<file path="src/rtl/sram_ctrl_pkg.sv">
package sram_ctrl_pkg;

  typedef enum logic [2:0] {
    PH_IDLE,
    PH_SETUP,
    PH_WPULSE,
    PH_ACCESS,
    PH_RECOV
  } phase_t;

  function automatic int ceil_div(input int num, input int den);
    return (num + den - 1) / den;
  endfunction

  function automatic int max2(input int a, input int b);
    return (a > b) ? a : b;
  endfunction

endpackage

</file>
<file path="src/rtl/sram_phase_timer.sv">
module sram_phase_timer #(
  parameter int CNT_W = 4
) (
  input  logic             clk,
  input  logic             rst,
  input  logic             load,
  input  logic [CNT_W-1:0] len,
  output logic             last
);

  logic [CNT_W-1:0] cnt;

  // a phase loaded with len lasts len cycles; last marks its final cycle
  always_ff @(posedge clk) begin
    if (rst) begin
      cnt <= '0;
    end else if (load) begin
      cnt <= len - CNT_W'(1);
    end else if (cnt != '0) begin
      cnt <= cnt - CNT_W'(1);
    end
  end

  assign last = (cnt == '0);

endmodule

</file>
<file path="src/rtl/sram_io_path.sv">
module sram_io_path #(
  parameter int DATA_W = 8
) (
  input  logic              clk,
  input  logic              rst,
  input  logic              drive_on,
  input  logic              drive_off,
  input  logic [DATA_W-1:0] wdata,
  input  logic              capture,
  input  logic [DATA_W-1:0] dq_i,
  output logic [DATA_W-1:0] dq_o,
  output logic              dq_oe,
  output logic [DATA_W-1:0] rd_data
);

  always_ff @(posedge clk) begin
    if (rst) begin
      dq_o  <= '0;
      dq_oe <= 1'b0;
    end else if (drive_on) begin
      dq_o  <= wdata;
      dq_oe <= 1'b1;
    end else if (drive_off) begin
      dq_oe <= 1'b0;
    end
  end

  always_ff @(posedge clk) begin
    if (rst) begin
      rd_data <= '0;
    end else if (capture) begin
      rd_data <= dq_i;
    end
  end


  drive_excl_chk: assert property (@(posedge clk) disable iff (rst)
    !(drive_on && capture));

endmodule

</file>
<file path="src/rtl/sram_bus_ctrl.sv">
module sram_bus_ctrl
  import sram_ctrl_pkg::*;
#(
  parameter int ADDR_W        = 17,
  parameter int DATA_W        = 8,
  parameter int CLK_PERIOD_PS = 8000,
  parameter int T_CYCLE_NS    = 55,
  parameter int T_ACCESS_NS   = 55,
  parameter int T_WPULSE_NS   = 40,
  parameter int T_DSETUP_NS   = 20,
  parameter int SETUP_CYC     = 1
) (
  input  logic              clk,
  input  logic              rst,
  input  logic              req_valid,
  input  logic              req_write,
  input  logic [ADDR_W-1:0] req_addr,
  input  logic [DATA_W-1:0] req_wdata,
  output logic              ready,
  output logic              done,
  output logic [DATA_W-1:0] rd_data,
  output logic [ADDR_W-1:0] mem_addr,
  output logic              mem_cs1_n,
  output logic              mem_cs2,
  output logic              mem_oe_n,
  output logic              mem_we_n,
  output logic [DATA_W-1:0] mem_dq_o,
  output logic              mem_dq_oe,
  input  logic [DATA_W-1:0] mem_dq_i
);

  localparam int WP_CYC    = max2(1, ceil_div(max2(T_WPULSE_NS, T_DSETUP_NS) * 1000, CLK_PERIOD_PS));
  localparam int ACC_CYC   = max2(1, ceil_div(T_ACCESS_NS * 1000, CLK_PERIOD_PS));
  localparam int TRC_CYC   = ceil_div(T_CYCLE_NS * 1000, CLK_PERIOD_PS);
  localparam int SHORT_CYC = (WP_CYC < ACC_CYC) ? WP_CYC : ACC_CYC;
  localparam int RECOV_CYC = max2(1, TRC_CYC - SETUP_CYC - SHORT_CYC);
  localparam int LONGEST   = max2(max2(WP_CYC, ACC_CYC), max2(RECOV_CYC, SETUP_CYC));
  localparam int CNT_W     = $clog2(LONGEST + 1);

  phase_t           phase;
  logic             is_wr;
  logic             last;
  logic             tmr_load;
  logic [CNT_W-1:0] tmr_len;
  logic             accept;

  assign accept = (phase == PH_IDLE) && req_valid;

  // length of the phase entered on the coming edge
  always_comb begin
    tmr_load = 1'b0;
    tmr_len  = CNT_W'(SETUP_CYC);
    unique case (phase)
      PH_IDLE: begin
        tmr_load = req_valid;
        tmr_len  = CNT_W'(SETUP_CYC);
      end
      PH_SETUP: begin
        tmr_load = last;
        tmr_len  = is_wr ? CNT_W'(WP_CYC) : CNT_W'(ACC_CYC);
      end
      PH_WPULSE, PH_ACCESS: begin
        tmr_load = last;
        tmr_len  = CNT_W'(RECOV_CYC);
      end
      default: begin
        tmr_load = 1'b0;
        tmr_len  = CNT_W'(SETUP_CYC);
      end
    endcase
  end

  sram_phase_timer #(.CNT_W(CNT_W)) u_timer (
    .clk  (clk),
    .rst  (rst),
    .load (tmr_load),
    .len  (tmr_len),
    .last (last)
  );

  sram_io_path #(.DATA_W(DATA_W)) u_io (
    .clk       (clk),
    .rst       (rst),
    .drive_on  (accept && req_write),
    .drive_off ((phase == PH_RECOV) && last),
    .wdata     (req_wdata),
    .capture   ((phase == PH_ACCESS) && last),
    .dq_i      (mem_dq_i),
    .dq_o      (mem_dq_o),
    .dq_oe     (mem_dq_oe),
    .rd_data   (rd_data)
  );

  always_ff @(posedge clk) begin
    if (rst) begin
      phase     <= PH_IDLE;
      is_wr     <= 1'b0;
      ready     <= 1'b1;
      done      <= 1'b0;
      mem_addr  <= '0;
      mem_cs1_n <= 1'b1;
      mem_cs2   <= 1'b0;
      mem_oe_n  <= 1'b1;
      mem_we_n  <= 1'b1;
    end else begin
      done <= 1'b0;
      unique case (phase)
        PH_IDLE: begin
          if (req_valid) begin
            phase     <= PH_SETUP;
            ready     <= 1'b0;
            is_wr     <= req_write;
            mem_addr  <= req_addr;
            mem_cs1_n <= 1'b0;
            mem_cs2   <= 1'b1;
          end
        end
        PH_SETUP: begin
          if (last) begin
            if (is_wr) begin
              phase    <= PH_WPULSE;
              mem_we_n <= 1'b0;
            end else begin
              phase    <= PH_ACCESS;
              mem_oe_n <= 1'b0;
            end
          end
        end
        PH_WPULSE, PH_ACCESS: begin
          if (last) begin
            phase     <= PH_RECOV;
            done      <= 1'b1;
            mem_we_n  <= 1'b1;
            mem_oe_n  <= 1'b1;
            mem_cs1_n <= 1'b1;
            mem_cs2   <= 1'b0;
          end
        end
        PH_RECOV: begin
          if (last) begin
            phase <= PH_IDLE;
            ready <= 1'b1;
          end
        end
        default: phase <= PH_IDLE;
      endcase
    end
  end


  strobe_excl_chk: assert property (@(posedge clk) disable iff (rst)
    mem_oe_n || mem_we_n);


  no_contention_chk: assert property (@(posedge clk) disable iff (rst)
    !(mem_dq_oe && !mem_oe_n));


  turnaround_chk: assert property (@(posedge clk) disable iff (rst)
    $fell(mem_oe_n) |-> !$past(mem_dq_oe));


  write_window_chk: assert property (@(posedge clk) disable iff (rst)
    !mem_we_n |-> (!mem_cs1_n && mem_cs2 && mem_dq_oe));


  addr_hold_chk: assert property (@(posedge clk) disable iff (rst)
    (!mem_cs1_n && $past(!mem_cs1_n)) |-> $stable(mem_addr));


  done_pulse_chk: assert property (@(posedge clk) disable iff (rst)
    done |=> !done);


  ready_idle_chk: assert property (@(posedge clk) disable iff (rst)
    ready |-> (mem_cs1_n && !mem_cs2 && mem_oe_n && mem_we_n));

endmodule

</file>
<file path="config.mk">
export PLATFORM = sky130hd
export DESIGN_NAME = sram_bus_ctrl
export DESIGN_NICKNAME = d
export VERILOG_FILES = /design/src/rtl/sram_ctrl_pkg.sv /design/src/rtl/sram_phase_timer.sv /design/src/rtl/sram_io_path.sv /design/src/rtl/sram_bus_ctrl.sv
export SDC_FILE = /design/constraint.sdc
export NUM_CORES = 1
export LEC_CHECK = 0
export CAP_MARGIN = 20
export CORE_ASPECT_RATIO = 0.75
export CORE_UTILIZATION = 47
export CTS_BUF_LIST = sky130_fd_sc_hd__clkbuf_8
export CTS_CLUSTER_DIAMETER = 80
export DETAILED_ROUTE_END_ITERATION = 12
export GPL_ROUTABILITY_DRIVEN = 0
export PLACE_DENSITY = 0.92
export SLEW_MARGIN = 20
export SYNTH_ARGS = -nofsm -noshare
export SYNTH_HDL_FRONTEND = slang
export SYNTH_SLANG_ARGS = --single-unit
</file>
<file path="constraint.sdc">
create_clock -name clk -period 3.1 [get_ports clk]
set_input_delay 0.62 -clock clk [delete_from_list [all_inputs] [get_ports clk]]
set_output_delay 0.62 -clock clk [all_outputs]
set_load 0.005 [all_outputs]
</file>
=== Word-level counts from Yosys, hierarchy flattened ===
Index checks and enable logic that the tools add are counted.

* Register bits: 47
* Input port bits: 37
* Output and inout bits: 40
* Logic and storage cells: 74

* Add/sub/neg operators: 2
* Equal/unequal tests: 10
* Multiplexer cells: 27
* Bitwise operators: 1
* Reductions and logical operators: 21

{| class="wikitable"
|+ Operator list
! cell !! count
|-
| two-way mux 3 bit || 7
|-
| two-way mux 1 bit || 12
|-
| != test 2 bit, second input constant || 6
|-
| case mux 1 bit (2 select lines) || 6
|-
| case mux 3 bit (4 select lines) || 1
|-
| AND reduction 4 bit || 3
|-
| nonzero test 2 bit || 5
|-
| equality test 3 x 2 -> 1 bit, second input constant || 2
|-
| logical NOT 3 bit || 2
|-
| AND reduction 3 bit || 2
|-
| subtractor 3 x 1 -> 3 bit, second input constant || 2
|-
| logical AND 1 bit || 4
|-
| OR reduction 2 bit || 2
|-
| equality test 3 x 1 -> 1 bit, second input constant || 1
|-
| equality test 3 bit, second input constant || 1
|-
| nonzero test 3 bit || 1
|-
| OR reduction 3 bit || 1
|-
| two-way mux 2 bit || 1
|-
| AND reduction 2 bit || 1
|-
| inverter 1 bit || 1
|}

=== Depth between registers and ports, before layout ===
* Word-level depth: 4
* Mapped depth: 7
* Gate-level depth less buffers: 6

=== Hierarchy ===
A second synthesis with hierarchy kept.

* Cell total of the unflattened synthesis: 196
* Area, all modules: 1,825.5 µm²

{| class="wikitable"
|+ By module, submodules not included
! module !! times used !! cells an instance !! area each (µm²) !! sequential area each (µm²)
|-
| sram_bus_ctrl || 1 || 125 || 1,047.3 || 540.5
|-
| sram_io_path || 1 || 56 || 614.3 || 340.3
|-
| sram_phase_timer || 1 || 15 || 163.9 || 60.1
|}

=== Worst setup path after synthesis ===
Ideal clock, no wire load.

* Path kind: input to register
* From: input req_valid
* To: register u_timer.cnt[2]
* Library setup time: 131 ps
* Arrival time: 1,604 ps
* Required time: 2,969 ps
* Path slack: 1,365 ps
* Stages: 6
* Buffers on the path: 0
* Cells stage by stage: or3b_1 > o21ai_0 > a21oi_1 > ha_1 > a221oi_1 > a311oi_1

* Cells in the longest elaborated chain, start to end: 2
* Elaborated cells between the ends (all ways): 3
* Those cells by class: 2 x mux; 1 x reduce/logical

{| class="wikitable"
|+ RTL lines
! what !! RTL line !! text
|-
| start: declaration || sram_bus_ctrl.sv:15 || <nowiki>input logic req_valid,</nowiki>
|-
| case mux 1 bit (2 select lines) (*) || sram_bus_ctrl.sv:53 || <nowiki>unique case (phase)</nowiki>
|-
| two-way mux 3 bit or nonzero test 2 bit (tied branches) || -- ||
|-
| end signal: assignment || sram_phase_timer.sv:18 || <nowiki>cnt <= len - CNT_W'(1);</nowiki>
|-
| end signal: assignment || sram_phase_timer.sv:20 || <nowiki>cnt <= cnt - CNT_W'(1);</nowiki>
|-
| end: declaration || sram_phase_timer.sv:11 || <nowiki>logic [CNT_W-1:0] cnt;</nowiki>
|}

Every way passes the cells marked *; elsewhere a longest branch is shown, timed or not.
A chain may end at the register's enable or synchronous reset.

=== Worst setup path in the final report ===
* From: input req_valid
* To: register u_io.dq_o[6]

* Cells in the longest elaborated chain, start to end: 2

{| class="wikitable"
|+ RTL lines
! what !! RTL line !! text
|-
| logical AND 1 bit || sram_bus_ctrl.sv:47 || <nowiki>assign accept = (phase == PH_IDLE) && req_valid;</nowiki>
|-
| logical AND 1 bit || sram_bus_ctrl.sv:84 || <nowiki>.drive_on (accept && req_write),</nowiki>
|-
| end signal: assignment || sram_io_path.sv:21 || <nowiki>dq_o <= wdata;</nowiki>
|-
| end: declaration || sram_io_path.sv:11 || <nowiki>output logic [DATA_W-1:0] dq_o,</nowiki>
|}

Every way passes these cells.

==> impl_metrics.ini <==
[timing]
finClkSkew_ns = 0.0101
setup_tns_ns = 0
slew_viol_final = 0
fmax_ghz = 0.453
min_period_over_period = 0.713
max_slew_margin = 0.504
hold_violations = 0
setup_violations = 0
grt_setup_unrepaired = no
worstMarginPinSlew_ns = 0.742
post-route-min-period_ns = 2.21

[grt]
gr-total-overflow = 0
antenna_found_initial = 0
grt_pass1_vias = 1610
track_usage = 0.218
grt_pass1_wl_mm = 7.17
grt_start_max_net_pins = 27

[critical_path]
crit_chain = clkdlybuf4s50_1 > or4b_1 > buf_4 > o21ai_0 > a21oi_1
worstPathMaxFanout = 19
crit_path_top_delay_cell = or4b_1
end_kind = register
crit_type = input port to register
max_stage_delay_ns = 0.67
ff2ff_setup_slack_ns = 1.20
startpoint_type = input port
critPathRequiredTime_ns = 3.29
worst_ep_arrival_time_ns = 2.40

[logic_synthesis]
ys_warn_count = 0
syn_avg_cell_area_um2 = 8.57
synth_cell_types = 33
synth_area_um2 = 1880
yosysSeqAreaShare = 0.501
ys_ff_latch = 47
synth_nets = 257
synth_cells = 219

[place]
port_buffers = 76
dp_hpwl_mm = 3.07

[die]
start_util = 0.503
num_io_pins = 77
die_w_um = 75.0
die-area_um2 = 4250
row_count = 19
die_y_um = 56.7
core_area_um2 = 3730

[final_layout]
nets = 330
layout-drive-gt1-share = 0.0546
multi_input_area_um2 = 861
antenna_cells = 0
fillers = 287
seq_area_um2 = 941
final_core_util = 0.749
area_growth_pct = 49.0

[power_and_ir_drop]
power_density_nw_per_um2 = 616
ir_drop_mv = 0.400
p_leak_nw = 1.00

[cts]
postCtsHoldBufs = 0
numCtsBuffers = 5
cts-root-buf = clkbuf_8
clk_pin_slew_ns = 0.09
cts_tree = done
postCtsSetupBuffers = 0
htree_levels = 2
cts_sinks = 47
cts_max_path_buffers = 2
cts_resized = 0
clock_latency_ns = 0.29

[flow_run]
maxCapViolations = 0

[routing]
ant_nets = 0
viasPerCell = 5.15
wire_per_inst_um = 12.6
routed_wl_mm = 4.36
route.detailed.drc = 0
num_vias = 1776
drtIter0Drc = 102
drt-pass1-iter-count = 5

[outcome]
outcome = finished clean

[worst_hold_path]
min_path_type = register to register
[layout make-up]
class	count	share of cell area
inverters	3	0.00403
repair buffers	82	0.288
multi-input cells	153	0.308
clock buffers	5	0.0246
flip-flops and latches	47	0.336
clock inverters	3	0.0157
well taps	52	0.0233
[critical path, delay by kind of cell]
kind,cells,cell delay (ns)
AO/OA/AOI/OAI,2,0.26
buffers and inverters,2,0.84
AND/OR/NAND/NOR,1,0.67
[metal layers]
| layer | global-route usage | part of all wire |
|---|---|---|
| met4 | 0.0458 | 0.010 |
| met5 | 0 | 0 |
| met1 | 0.301 | 0.47 |
| met3 | 0.0700 | 0.090 |
| met2 | 0.332 | 0.43 |
[Yosys cell counts]
cell type | number | share of area
a2111oi_0 | 1 | 0.0047
inv_1 | 3 | 0.0060
mux2i_1 | 8 | 0.043
or3_1 | 2 | 0.0067
a21oi_1 | 33 | 0.088
nand2_1 | 42 | 0.084
nor3_1 | 2 | 0.0053
a311oi_1 | 2 | 0.0093
o31ai_1 | 2 | 0.0080
a41oi_1 | 1 | 0.0047
o21a_1 | 1 | 0.0040
or2b_1 | 1 | 0.0040
nand2b_1 | 17 | 0.057
nor2_1 | 4 | 0.0080
a221oi_1 | 1 | 0.0047
a21o_1 | 3 | 0.012
buf_2 | 2 | 0.0053
or4b_1 | 2 | 0.011
a31oi_1 | 1 | 0.0033
buf_6 | 1 | 0.0060
o21ai_0 | 9 | 0.024
nand3_1 | 10 | 0.027
dfxtp_1 | 47 | 0.50
clkbuf_1 | 13 | 0.026
o22ai_1 | 1 | 0.0033
nor2b_1 | 1 | 0.0033
nor4b_1 | 2 | 0.0093
o21bai_1 | 1 | 0.0040
nor2_4 | 1 | 0.0060
a211oi_1 | 1 | 0.0040
ha_1 | 1 | 0.0067
or3b_1 | 1 | 0.0047
nor4_1 | 2 | 0.0067
[registers in the layout, indices dropped and copies added, names as in the netlist]
name          flops
done              1
is_wr             1
mem_addr         17
mem_cs1_n         1
mem_cs2           1
mem_oe_n          1
mem_we_n          1
phase             3
ready             1
u_io.dq_o         8
u_io.dq_oe        1
u_io.rd_data      8
u_timer.cnt       3
[per-stage QoR]
step,power (mW),setup WS (ns),hold WS [ns],instance area [um2],instances
floorplan,1.06,1.37,0.439,1880,219
global placement,1.29,0.659,0.439,2680,337
detailed placement,1.30,0.593,0.441,2680,337
CTS,1.73,0.896,0.455,2800,345
global route,1.84,0.788,0.484,2800,345
finish,1.72,0.891,0.453,2800,345
[logic make-up (layout without fill, tap and decap cells)]
group	Yosys count	count (layout)	share of synthesized area
adders and majority gates	1	1	0.00667
buffers and inverters	19	93	0.0433
and+or+nand+nor	87	87	0.232
muxes	8	8	0.0427
DFF	47	47	0.501
AOI/OAI and AO/OA	57	57	0.174
[where the power goes]
part / switching (mW) / internal [mW] / leakage (nW)
logic: 0.244 / 0.279 / 0.561
registers: 0.0757 / 0.686 / 0.384
clock network: 0.197 / 0.240 / 0.0581
[final timing paths]
| kind | startpoint | cells after the start | endpoint |
|---|---|---|---|
| worst max register to register | phase[2]$_SDFFE_PP0P_ | 4 | u_io.dq_o[6]$_SDFFE_PP0P_ |
| worst min-delay path | mem_cs1_n$_SDFFE_PP1P_ | 2 | mem_cs1_n$_SDFFE_PP1P_ |
| worst min register to register | mem_cs1_n$_SDFFE_PP1P_ | 2 | mem_cs1_n$_SDFFE_PP1P_ |
| worst max-delay path | req_valid | 5 | u_io.dq_o[6]$_SDFFE_PP0P_ |
[cell usage in the layout, fill, tap and decap left out, types with 2 or more instances in the layout]
| cell type | instances |
|---|---|
| a21o_1 | 3 |
| dfxtp_1 | 47 |
| clkbuf_8 | 5 |
| inv_1 | 3 |
| o31ai_1 | 2 |
| a311oi_1 | 2 |
| nor3_1 | 2 |
| nand2_1 | 42 |
| a21oi_1 | 33 |
| mux2i_1 | 8 |
| nor2_1 | 4 |
| or4b_1 | 2 |
| nand3_1 | 10 |
| clkdlybuf4s50_1 | 76 |
| nand2b_1 | 17 |
| nor4_1 | 2 |
| buf_4 | 6 |
| or3_1 | 2 |
| o21ai_0 | 9 |
(Power assumes the default switching activity.)
